$ cat config.mk
export PLATFORM = sky130hd
export DESIGN_NAME = spi_fifo_status
export DESIGN_NICKNAME = d
export VERILOG_FILES = /design/src/rtl/spi_fifo_pkg.sv /design/src/rtl/spi_byte_fifo.sv /design/src/rtl/spi_fifo_ctrl.sv /design/src/rtl/spi_fifo_dp.sv /design/src/rtl/spi_fifo_status.sv
export SDC_FILE = /design/constraint.sdc
export NUM_CORES = 2
export LEC_CHECK = 0
export ABC_AREA = 1
export BUFFER_PORTS_ARGS = -buffer_cell sky130_fd_sc_hd__buf_2
export CAP_MARGIN = 20
export CORE_ASPECT_RATIO = 0.9
export CORE_MARGIN = 4
export CORE_UTILIZATION = 40
export DETAILED_ROUTE_END_ITERATION = 10
export PLACE_DENSITY = 0.53
export SLEW_MARGIN = 20
export SYNTH_ARGS = -nofsm -noshare
export SYNTH_HDL_FRONTEND = slang
export SYNTH_SLANG_ARGS = --single-unit
$ cat constraint.sdc
create_clock -name clk -period 3.7 [get_ports clk]
set_clock_uncertainty 0.05 [all_clocks]
set_input_delay 0.37 -clock clk [delete_from_list [all_inputs] [get_ports clk]]
set_output_delay 0.37 -clock clk [all_outputs]
set_load 0.03 [all_outputs]
$ cat src/rtl/spi_fifo_pkg.sv
package spi_fifo_pkg;
  localparam int REG_AW = 8;
  localparam int THR_W  = 6;
  localparam int LANES  = 4;

  localparam logic [REG_AW-1:0] OFS_MODE   = 8'h00;
  localparam logic [REG_AW-1:0] OFS_EVENT  = 8'h04;
  localparam logic [REG_AW-1:0] OFS_MASK   = 8'h08;
  localparam logic [REG_AW-1:0] OFS_CMD    = 8'h0C;
  localparam logic [REG_AW-1:0] OFS_TXDATA = 8'h10;
  localparam logic [REG_AW-1:0] OFS_RXDATA = 8'h14;
  localparam logic [REG_AW-1:0] OFS_CS     = 8'h20;

  localparam int EV_TXNF  = 8;
  localparam int EV_RXNE  = 9;
  localparam int EV_STICK = 12;  // sticky flags occupy bits 15:12
  localparam logic [15:0] FLAG_BITS = 16'hF300;

  typedef enum logic [2:0] {
    RD_NONE, RD_MODE, RD_EVENT, RD_MASK, RD_CMD, RD_RXDATA, RD_CSMODE
  } rdSel_t;

  // setFlag: [0] tx push overflow, [1] rx read underflow,
  //          [2] rx engine overflow, [3] tx engine underflow
  typedef struct packed {
    logic       wrMode;
    logic       wrEvent;
    logic       wrMask;
    logic       wrCmd;
    logic       wrCs;
    logic [3:0] csIdx;
    rdSel_t     rdSel;
    logic [2:0] txPushN;
    logic [2:0] rxPopN;
    logic       txEngPop;
    logic       rxEngPush;
    logic [3:0] setFlag;
  } ctrlStrobe_t;
endpackage

$ cat src/rtl/spi_byte_fifo.sv
module spi_byte_fifo #(
  parameter int DEPTH = 32,
  parameter int CNT_W = $clog2(DEPTH + 1),
  parameter int LANES = 4
) (
  input  logic               clk,
  input  logic               rstN,
  input  logic [2:0]         pushN,
  input  logic [8*LANES-1:0] pushWord,
  input  logic [2:0]         popN,
  output logic [8*LANES-1:0] headWord,
  output logic [CNT_W-1:0]   count
);
  localparam int PTR_W = $clog2(DEPTH);

  logic [7:0]       mem [DEPTH];
  logic [PTR_W-1:0] wrPtr;
  logic [PTR_W-1:0] rdPtr;

  always_ff @(posedge clk) begin
    for (int i = 0; i < LANES; i++) begin
      if (i < int'(pushN)) mem[wrPtr + PTR_W'(i)] <= pushWord[8*(LANES-1-i) +: 8];
    end
  end

  always_ff @(posedge clk or negedge rstN) begin
    if (!rstN) begin
      wrPtr <= '0;
      rdPtr <= '0;
      count <= '0;
    end else begin
      wrPtr <= wrPtr + PTR_W'(pushN);
      rdPtr <= rdPtr + PTR_W'(popN);
      count <= count + CNT_W'(pushN) - CNT_W'(popN);
    end
  end

  for (genvar g = 0; g < LANES; g++) begin : gHead
    assign headWord[8*(LANES-1-g) +: 8] = mem[rdPtr + PTR_W'(g)];
  end
endmodule

$ cat src/rtl/spi_fifo_ctrl.sv
module spi_fifo_ctrl
  import spi_fifo_pkg::*;
#(
  parameter int DEPTH  = 32,
  parameter int NUM_CS = 4,
  parameter int CNT_W  = $clog2(DEPTH + 1)
) (
  input  logic              busSel,
  input  logic              busWrite,
  input  logic              busByte,
  input  logic [REG_AW-1:0] busAddr,
  input  logic              engTxPop,
  input  logic              engRxPush,
  input  logic [CNT_W-1:0]  txCount,
  input  logic [CNT_W-1:0]  rxCount,
  output ctrlStrobe_t       strobe
);
  logic              wrAcc;
  logic              rdAcc;
  logic [2:0]        nBytes;
  logic [REG_AW-1:0] csOfs;
  logic              csHit;

  always_comb begin
    strobe = '0;
    wrAcc  = busSel & busWrite;
    rdAcc  = busSel & ~busWrite;
    nBytes = busByte ? 3'd1 : 3'd4;
    csOfs  = busAddr - OFS_CS;
    csHit  = (busAddr >= OFS_CS) && (int'(csOfs) < 4 * NUM_CS) && (busAddr[1:0] == 2'b00);
    strobe.csIdx = 4'(csOfs >> 2);

    if (wrAcc) begin
      case (busAddr)
        OFS_MODE:  strobe.wrMode  = 1'b1;
        OFS_EVENT: strobe.wrEvent = 1'b1;
        OFS_MASK:  strobe.wrMask  = 1'b1;
        OFS_CMD:   strobe.wrCmd   = 1'b1;
        OFS_TXDATA: begin
          if (int'(txCount) + int'(nBytes) <= DEPTH) strobe.txPushN = nBytes;
          else strobe.setFlag[0] = 1'b1;
        end
        default: strobe.wrCs = csHit;
      endcase
    end

    if (rdAcc) begin
      case (busAddr)
        OFS_MODE:  strobe.rdSel = RD_MODE;
        OFS_EVENT: strobe.rdSel = RD_EVENT;
        OFS_MASK:  strobe.rdSel = RD_MASK;
        OFS_CMD:   strobe.rdSel = RD_CMD;
        OFS_RXDATA: begin
          strobe.rdSel = RD_RXDATA;
          if (int'(rxCount) >= int'(nBytes)) strobe.rxPopN = nBytes;
          else strobe.setFlag[1] = 1'b1;
        end
        default: strobe.rdSel = csHit ? RD_CSMODE : RD_NONE;
      endcase
    end

    // engine side: checked against the counts held at the start of the cycle
    strobe.rxEngPush  = engRxPush && (int'(rxCount) < DEPTH);
    strobe.setFlag[2] = engRxPush && (int'(rxCount) >= DEPTH);
    strobe.txEngPop   = engTxPop && (txCount != '0);
    strobe.setFlag[3] = engTxPop && (txCount == '0);
  end
endmodule

$ cat src/rtl/spi_fifo_dp.sv
module spi_fifo_dp
  import spi_fifo_pkg::*;
#(
  parameter int DEPTH  = 32,
  parameter int NUM_CS = 4,
  parameter int CNT_W  = $clog2(DEPTH + 1)
) (
  input  logic                  clk,
  input  logic                  rstN,
  input  ctrlStrobe_t           strobe,
  input  logic [31:0]           busWdata,
  input  logic [7:0]            engRxByte,
  output logic [31:0]           busRdata,
  output logic [7:0]            engTxByte,
  output logic                  cfgEnable,
  output logic                  cfgLoop,
  output logic [THR_W-1:0]      cfgTxThr,
  output logic [THR_W-1:0]      cfgRxThr,
  output logic [31:0]           cfgCommand,
  output logic [NUM_CS*32-1:0]  cfgCsMode,
  output logic                  irq,
  output logic [CNT_W-1:0]      txCount,
  output logic [CNT_W-1:0]      rxCount,
  output logic [15:0]           maskReg,
  output logic [3:0]            sticky
);
  logic [31:0] txPushWord;
  logic [31:0] txHead;
  logic [31:0] rxHead;
  logic [31:0] eventWord;

  assign txPushWord = (strobe.txPushN == 3'd1) ? {busWdata[7:0], 24'h0} : busWdata;

  spi_byte_fifo #(.DEPTH(DEPTH), .CNT_W(CNT_W), .LANES(LANES)) u_txFifo (
    .clk, .rstN,
    .pushN(strobe.txPushN), .pushWord(txPushWord),
    .popN({2'b00, strobe.txEngPop}),
    .headWord(txHead), .count(txCount)
  );

  spi_byte_fifo #(.DEPTH(DEPTH), .CNT_W(CNT_W), .LANES(LANES)) u_rxFifo (
    .clk, .rstN,
    .pushN({2'b00, strobe.rxEngPush}), .pushWord({engRxByte, 24'h0}),
    .popN(strobe.rxPopN),
    .headWord(rxHead), .count(rxCount)
  );

  assign engTxByte = txHead[31:24];

  always_ff @(posedge clk or negedge rstN) begin
    if (!rstN) begin
      cfgEnable  <= 1'b0;
      cfgLoop    <= 1'b0;
      cfgTxThr   <= '0;
      cfgRxThr   <= '0;
      cfgCommand <= '0;
      maskReg    <= '0;
      sticky     <= '0;
    end else begin
      if (strobe.wrMode) begin
        cfgEnable <= busWdata[31];
        cfgLoop   <= busWdata[30];
        cfgTxThr  <= busWdata[8 +: THR_W];
        cfgRxThr  <= busWdata[0 +: THR_W];
      end
      if (strobe.wrCmd)  cfgCommand <= busWdata;
      if (strobe.wrMask) maskReg    <= busWdata[15:0] & FLAG_BITS;
      sticky <= (sticky & ~(strobe.wrEvent ? busWdata[EV_STICK +: 4] : 4'h0)) | strobe.setFlag;
    end
  end

  for (genvar c = 0; c < NUM_CS; c++) begin : gCs
    always_ff @(posedge clk or negedge rstN) begin
      if (!rstN) cfgCsMode[32*c +: 32] <= '0;
      else if (strobe.wrCs && (int'(strobe.csIdx) == c)) cfgCsMode[32*c +: 32] <= busWdata;
    end
  end

  always_comb begin
    eventWord = '0;
    eventWord[24 +: CNT_W]   = rxCount;
    eventWord[16 +: CNT_W]   = txCount;
    eventWord[EV_STICK +: 4] = sticky;
    eventWord[EV_RXNE]       = (rxCount != '0);
    eventWord[EV_TXNF]       = (int'(txCount) != DEPTH);
  end

  assign irq = |(eventWord[15:0] & maskReg);

  always_comb begin
    case (strobe.rdSel)
      RD_MODE:   busRdata = {cfgEnable, cfgLoop, 16'h0, cfgTxThr, 2'b00, cfgRxThr};
      RD_EVENT:  busRdata = eventWord;
      RD_MASK:   busRdata = {16'h0, maskReg};
      RD_CMD:    busRdata = cfgCommand;
      RD_RXDATA: begin
        if (strobe.rxPopN == 3'd4)      busRdata = rxHead;
        else if (strobe.rxPopN == 3'd1) busRdata = {24'h0, rxHead[31:24]};
        else                            busRdata = '0;
      end
      RD_CSMODE: busRdata = cfgCsMode[32*int'(strobe.csIdx) +: 32];
      default:   busRdata = '0;
    endcase
  end
endmodule

$ cat src/rtl/spi_fifo_status.sv
module spi_fifo_status
  import spi_fifo_pkg::*;
#(
  parameter int DEPTH  = 32,
  parameter int NUM_CS = 4
) (
  input  logic                 clk,
  input  logic                 rstN,
  input  logic                 busSel,
  input  logic                 busWrite,
  input  logic                 busByte,
  input  logic [7:0]           busAddr,
  input  logic [31:0]          busWdata,
  output logic [31:0]          busRdata,
  input  logic                 engTxPop,
  output logic [7:0]           engTxByte,
  input  logic                 engRxPush,
  input  logic [7:0]           engRxByte,
  output logic                 cfgEnable,
  output logic                 cfgLoop,
  output logic [5:0]           cfgTxThr,
  output logic [5:0]           cfgRxThr,
  output logic [31:0]          cfgCommand,
  output logic [NUM_CS*32-1:0] cfgCsMode,
  output logic                 irq
);
  localparam int CNT_W = $clog2(DEPTH + 1);

  ctrlStrobe_t      strobe;
  logic [CNT_W-1:0] txCount;
  logic [CNT_W-1:0] rxCount;
  logic [15:0]      maskReg;
  logic [3:0]       sticky;

  spi_fifo_ctrl #(.DEPTH(DEPTH), .NUM_CS(NUM_CS), .CNT_W(CNT_W)) u_ctrl (
    .busSel, .busWrite, .busByte, .busAddr,
    .engTxPop, .engRxPush, .txCount, .rxCount, .strobe
  );

  spi_fifo_dp #(.DEPTH(DEPTH), .NUM_CS(NUM_CS), .CNT_W(CNT_W)) u_dp (
    .clk, .rstN, .strobe, .busWdata, .engRxByte, .busRdata, .engTxByte,
    .cfgEnable, .cfgLoop, .cfgTxThr, .cfgRxThr, .cfgCommand, .cfgCsMode,
    .irq, .txCount, .rxCount, .maskReg, .sticky
  );
endmodule

# [After elaboration in Yosys (flattened, before gate mapping)]
# Memory sizes are Yosys's and may differ from the RTL's.
# Index checks and enable logic that the tools add are counted.
[word_totals] register_bits=216 mem_bits_rw=512 input_bits=55 output_inout_bits=215 wordCells=151 memories=2
[memory_table] name="u_dp.u_rxFifo.mem" depth=32 word_bits=8 rd=4 rd_clocked_by_memory_dff=0 write_ports=1 line="spi_byte_fifo.sv:16" rtl="logic [7:0] mem [DEPTH];"
[memory_table] name="u_dp.u_txFifo.mem" depth=32 word_bits=8 rd=1 rd_clocked_by_memory_dff=0 write_ports=4 line="spi_byte_fifo.sv:16"
[op_classes] n_addsub=19 order_cmp=14 eq_ne=18 shifts=1 mux=52 bitwise_logic=7 n_reduce_logical=21
[op_table] operator="32-bit one-hot mux with 6 select lines" n=1
[op_table] operator="128-bit by 10-bit variable part select with 32-bit output" n=1
[op_table] operator="32-bit 2-to-1 mux" n=2
[op_table] operator="32-bit by 7-bit <= comparator with 1-bit output, second input constant" n=1
[op_table] operator="8-bit 2-to-1 mux" n=4
[op_table] operator="5-bit by 2-bit adder with 5-bit output, second input constant" n=6
[op_table] operator="1-bit 2-to-1 mux" n=30
[op_table] operator="3-bit 2-to-1 mux" n=9
[op_table] operator="8-bit OR reduction" n=3
[op_table] operator="5-bit 2-to-1 mux" n=4
[op_table] operator="16-bit bitwise AND" n=1
[op_table] operator="8-bit by 4-bit == test with 1-bit output, second input constant" n=2
[op_table] operator="8-bit by 5-bit == test with 1-bit output, second input constant" n=2
[op_table] operator="16-bit OR reduction" n=1
[op_table] operator="5-bit by 1-bit adder with 5-bit output, second input constant" n=3
[op_table] operator="3-bit one-hot mux with 5 select lines" n=1
[op_table] operator="3-bit == test, second input constant" n=4
[op_table] operator="6-bit nonzero test" n=2
[op_table] operator="5-bit by 1-bit adder with 5-bit output" n=2
[op_table] operator="5-bit by 3-bit adder with 5-bit output" n=2
[op_table] operator="1-bit logical AND" n=10
[op_table] operator="3-bit by 1-bit == test with 1-bit output, second input constant" n=3
[op_table] operator="4-bit by 3-bit == test with 1-bit output, second input constant" n=2
[op_table] operator="8-bit by 3-bit == test with 1-bit output, second input constant" n=1
[op_table] operator="other kinds (29)" n=35

# [Longest topological paths before layout]
[logic_depth] word_depth=10 ltp_mapped=23 ltp_nobuf=20

# [By module]
# Synthesis repeated with hierarchy kept, for this count alone.
[hier_totals] hier_cells=9955 area_unflattened_um2=62740.2
[by_module_without_submodules] mod="spi_byte_fifo (u_dp.u_txFifo)" n_inst=1 cells_per_inst=4325 area_per_inst_um2=26570.5 seq_area_each_um2=8087.8
[by_module_without_submodules] mod="spi_byte_fifo (u_dp.u_rxFifo)" n_inst=1 cells_per_inst=4281 area_per_inst_um2=26284.0 seq_area_each_um2=8087.8
[by_module_without_submodules] mod="spi_fifo_dp" n_inst=1 cells_per_inst=1220 area_per_inst_um2=9241.4 seq_area_each_um2=4604.4
[by_module_without_submodules] mod="spi_fifo_ctrl" n_inst=1 cells_per_inst=129 area_per_inst_um2=644.4 seq_area_each_um2=0.0

# [Worst setup path after synthesis]
# Ideal clock, no wire load.
[synth_path] kind="input-to-reg" from="input port busByte" to="register u_dp.u_txFifo.count[5]" setup_ps=79 arrival_ps=3761 required_time_ps=3571 path_slack_ps=-190 stages=22 n_path_buf=3 path_cell_list="inv_1 > clkbuf_1 > buf_1 > ha_1 > nand3_1 > nand2_1 > nand2_1 > nand2_1 > o21ai_2 > buf_2 > nand4_1 > ha_1 > inv_1 > ha_1 > a21oi_1 > inv_1 > a31oi_1 > nor2_1 > nor2_1 > nor2_1 > nor2_1 > xor2_1"
[synth_via] elab_chain_len=8
[synth_lines] element="start, declared" line="spi_fifo_status.sv:11" rtl="input logic busByte,"
[synth_lines] element="3-bit 2-to-1 mux (*)" line="spi_fifo_ctrl.sv:28" rtl="nBytes = busByte ? 3'd1 : 3'd4;"
[synth_lines] element="6-bit by 3-bit adder with 7-bit output" line="spi_fifo_ctrl.sv:40" rtl="if (int'(txCount) + int'(nBytes) <= DEPTH) strobe.txPushN = nBytes;"
[synth_lines] element="32-bit by 7-bit <= comparator with 1-bit output" line="spi_fifo_ctrl.sv:40"
[synth_lines] element="3-bit 2-to-1 mux (*)" line="spi_fifo_ctrl.sv:40"
[synth_lines] element="3-bit 2-to-1 mux (*)" line="spi_fifo_ctrl.sv:34" rtl="case (busAddr)"
[synth_lines] element="3-bit 2-to-1 mux (*)" line="spi_fifo_ctrl.sv:33" rtl="if (wrAcc) begin"
[synth_lines] element="6-bit by 3-bit adder with 6-bit output (*)" line="spi_byte_fifo.sv:34" rtl="count <= count + CNT_W'(pushN) - CNT_W'(popN);"
[synth_lines] element="6-bit by 1-bit subtractor with 6-bit output (*)" line="spi_byte_fifo.sv:34"
[synth_lines] element="end signal, assigned" line="spi_byte_fifo.sv:34"
[synth_lines] element="end, declared" line="spi_byte_fifo.sv:12" rtl="output logic [CNT_W-1:0] count"
# Mark *: on every way between the ends. The rest lies on a longest branch, timed or not.
# A chain may end at the register's enable or synchronous reset.

# [Final worst setup path]
[layout_path] from="register u_dp.u_rxFifo.rdPtr[0]" to="output port busRdata[5]"
[layout_via] elab_chain_len=4 elab_cells_between_ends=5 cone_classes="add/sub: 1; mux: 3; memory: 1"
[layout_lines] element="start, declared" line="spi_byte_fifo.sv:18" rtl="logic [PTR_W-1:0] rdPtr;"
[layout_lines] element="start signal, assigned" line="spi_byte_fifo.sv:33" rtl="rdPtr <= rdPtr + PTR_W'(popN);"
[layout_lines] element="5-bit by 2-bit adder with 5-bit output or memory 32 x 8 bit (tied branches)"
[layout_lines] element="memory 32 x 8 bit (*)"
[layout_lines] element="32-bit 2-to-1 mux (*)" line="spi_fifo_dp.sv:97" rtl="if (strobe.rxPopN == 3'd4) busRdata = rxHead;"
[layout_lines] element="32-bit one-hot mux with 6 select lines (*)" line="spi_fifo_dp.sv:91" rtl="case (strobe.rdSel)"
[layout_lines] element="end, declared" line="spi_fifo_status.sv:14" rtl="output logic [31:0] busRdata,"
# Marks and branches as above.

==> flow_summary.toml <==
[outcome]
status = "finished with violations"
violations = "setup timing"

[timing]
period_share_pct = 103
rsz0062_at_grt = "true"
hold_ws_ps = 45.9
min_period_ps = 3820
slew_violations = 0
fin_ws_ps = -117
hold_viol_final = 0
setup-tns-final_ps = -690
finalSetupViolations = 13
worst_pin_slew_ps = 1030
relSlewSlack_pct = 31.0
fmax_ghz = 0.262

[critical_path]
critPathMaxFanout = 7
end_kind = "primary output"
slowest_delay_ps = 540
slowest_stage = "dfrtp_4"
crit_chain = "clkinv_8 -> ha_4 -> clkinv_8 -> buf_16 -> o211ai_1 -> nand3_2 -> nand3_4 -> nand2_4 -> nand2_2 -> nand3_2 -> buf_6 -> nand2_4 -> buf_6"
crit_type = "reg -> out"
critPathLaunchType = "flop"
required_ps = 3280
crit_arrival_ps = 3400

[finish]
drive_gt1_share_pct = 15.1
final_cell_area_mm2 = 0.0587
syn2layout_area_growth_pct = 21.4
fill_cells = 11900
fin_util_pct = 49.2
fin_cells = 8794
nets = 7230

[synthesis]
synth_edf_count = 512
synth_nets = 6904
syn_area_mm2 = 0.0484
ys_seq_elements = 728
synth_fa_ha_area_share_pct = 1.20
synth-async-reset-ratio_pct = 29.7
synthMuxAreaShare_pct = 0.145
synthFlopType = "edfxtp_1"
yosys_warnings = 0
syn_inst = 6804
synth_cell_type_count = 54
synth_compound_area_share_pct = 12.3
synthSimpleGateAreaFrac_pct = 35.0
synth_top_family_by_area = "simple AND/OR/NAND/NOR gates"
synth-seq-area-share_pct = 43.0
synth_xor_area_share_pct = 0.556
syn_area_per_cell_um2 = 7.11

[drt]
drtPass1Iterations = 6
wl_per_cell_um = 26.5
antenna_left = 0
vias_per_cell = 5.93
drtIter0Drc = 7682
routed_wl_um = 233000
routed-via-count = 52100
drc_errors = 0

[floorplan]
core_mm2 = 0.120
die_x_um = 375
ios = 270
die-area_mm2 = 0.127
die_y_um = 338
initial_core_util_pct = 40.5
num_rows = 120

[placed_design]
numPortBuffers = 269
placed_cell_area_mm2 = 0.0535
post-place-cells = 8550
gp_congestion = 0.981
dpl.hpwl_um = 151000
pre_cts_slack_ps = 170

[worst_hold_path]
min_path_type = "in -> reg"

[clocking]
cts_buffers = 88
cts_tree = "done"
cts-root-buf = "clkbuf_16"
cts_max_level = 3
clock-sinks = 728
path_clk_slew_ps = 70
clockBufferDepth = 3
clock_latency_ps = 720

[global_route]
antenna_found_initial = 7
grt_usage_pct = 35.1
first_global_vias = 46900
grt_pass1_wl_um = 330000
grt_max_degree = 98
grt.overflow.total = 0

[power]
peakVddDrop_uv = 377
p_total_mw = 25.6
p_per_area_mw_per_mm2 = 437
leakagePower_nw = 26.0

[job]
drv_cap = 0
==> final timing paths <==
kind / from / end / cells after the start / slack (ps)
min in group asynchronous: rstN / u_dp.cfgCsMode[70] / 2 / 210
min: busWrite / u_dp.sticky[1] / 4 / 50
max in group asynchronous: rstN / u_dp.cfgCsMode[15] / 3 / 2420
min reg2reg: u_dp.cfgCsMode[112] / u_dp.cfgCsMode[112] / 2 / 460
max reg2reg: u_dp.u_txFifo.count[0] / u_dp.u_txFifo.mem[13][5] / 16 / 230
max: u_dp.u_rxFifo.rdPtr[0] / busRdata[5] / 13 / -120
==> state kept, by name, indices dropped and copies added (netlist names), 5 cells and up <==
name,flops
u_dp.u_txFifo.rdPtr,5
u_dp.u_rxFifo.count,6
u_dp.cfgCommand,32
u_dp.u_rxFifo.mem,256
u_dp.u_rxFifo.wrPtr,5
u_dp.u_rxFifo.rdPtr,5
u_dp.maskReg,6
u_dp.u_txFifo.wrPtr,5
u_dp.cfgCsMode,128
u_dp.u_txFifo.count,6
u_dp.u_txFifo.mem,256
u_dp.cfgRxThr,6
u_dp.cfgTxThr,6
==> layout make-up <==
class | count | area [um2] | share of cell area, %
Clock buffer | 120 | 2410 | 4.11
Clock inverter | 43 | 527 | 0.897
Inverter | 520 | 1990 | 3.40
Multi-Input combinational cell | 5105 | 24800 | 42.2
Timing Repair inverter | 1 | 7.51 | 0.0128
Tap cell | 1586 | 1980 | 3.38
Antenna cell | 5 | 12.5 | 0.0213
Sequential cell | 728 | 20800 | 35.4
Timing Repair Buffer | 686 | 6210 | 10.6
==> timing repair <==
action / 4_1_cts / 5_1_grt
buffers inserted: 9 / 13
endpoints found under the hold margin: 196 / 0
hold buffers: 35 / 0
setup endpoints to repair: 36 / 35
pin swaps: 16 / 44
resized for setup: 193 / 188
gates cloned: 9 / 13
==> worst max-delay path: cells and delay by family, from the launching register on <==
kind                       cells  cell delay [ps]
AOI/OAI and AO/OA              1              370
and+or+nand+nor                6              640
buffers and inverters          5              720
DFF                            1              540
adders and majority gates      1              370
==> cells in the mapped netlist (all sizes together) (44+ instances only) <==
library cell	count	area share, %
o211ai	60	0.93
nor2	458	3.7
o21ai	621	6.4
nand2	2295	18
a21oi	210	2.2
nand4	68	0.96
dfrtp	216	11
clkbuf	327	2.5
o22ai	44	0.57
nand3	1068	11
edfxtp	512	32
buf	124	1.3
inv	512	4.0
==> placed cells by master, fill, tap and decap left out, drive strengths merged, types with 4 or more instances in the layout <==
cell type	n
a21oi	210
a221oi	6
a22o	7
a22oi	18
a31oi	8
buf	631
bufbuf	4
bufinv	8
clkbuf	136
clkinv	41
clkinvlp	5
dfrtp	216
diode	5
dlygate4sd3	35
edfxtp	512
ha	43
inv	510
mux2i	7
nand2	2295
nand3	1068
nand4	68
nor2	458
nor3	40
o2111ai	31
o211ai	60
o21a	28
o21ai	621
o221ai	23
o22ai	44
or2	26
xor2	27
==> report_power, final <==
group	internal, mW	switching [mW]	leakage (nW)	total, mW
clock	5.17	3.93	1.43	9.10
sequential	9.07	0.312	7.36	9.38
combinational	2.02	5.14	17.2	7.16
==> layer usage <==
| layer | wire length [um] | vias up | track usage, % |
|---|---|---|---|
| met5 | 13 | - | 0 |
| met4 | 8850 | 2 | 11.6 |
| met3 | 31600 | 469 | 9.30 |
| met2 | 93200 | 3408 | 49.0 |
| met1 | 99500 | 24800 | 52.4 |
| li1 | - | 23400 | - |
==> logic make-up after synthesis <==
| group | count (synthesis) |
|---|---|
| AOI/OAI and AO/OA | 1065 |
| xor gates and xnor gates | 29 |
| adders and majority gates | 45 |
| buffers and inverters | 971 |
| DFF | 728 |
| muxes | 7 |
| and+or+nand+nor | 3959 |
Note: power is estimated with default switching activity, not from simulation.
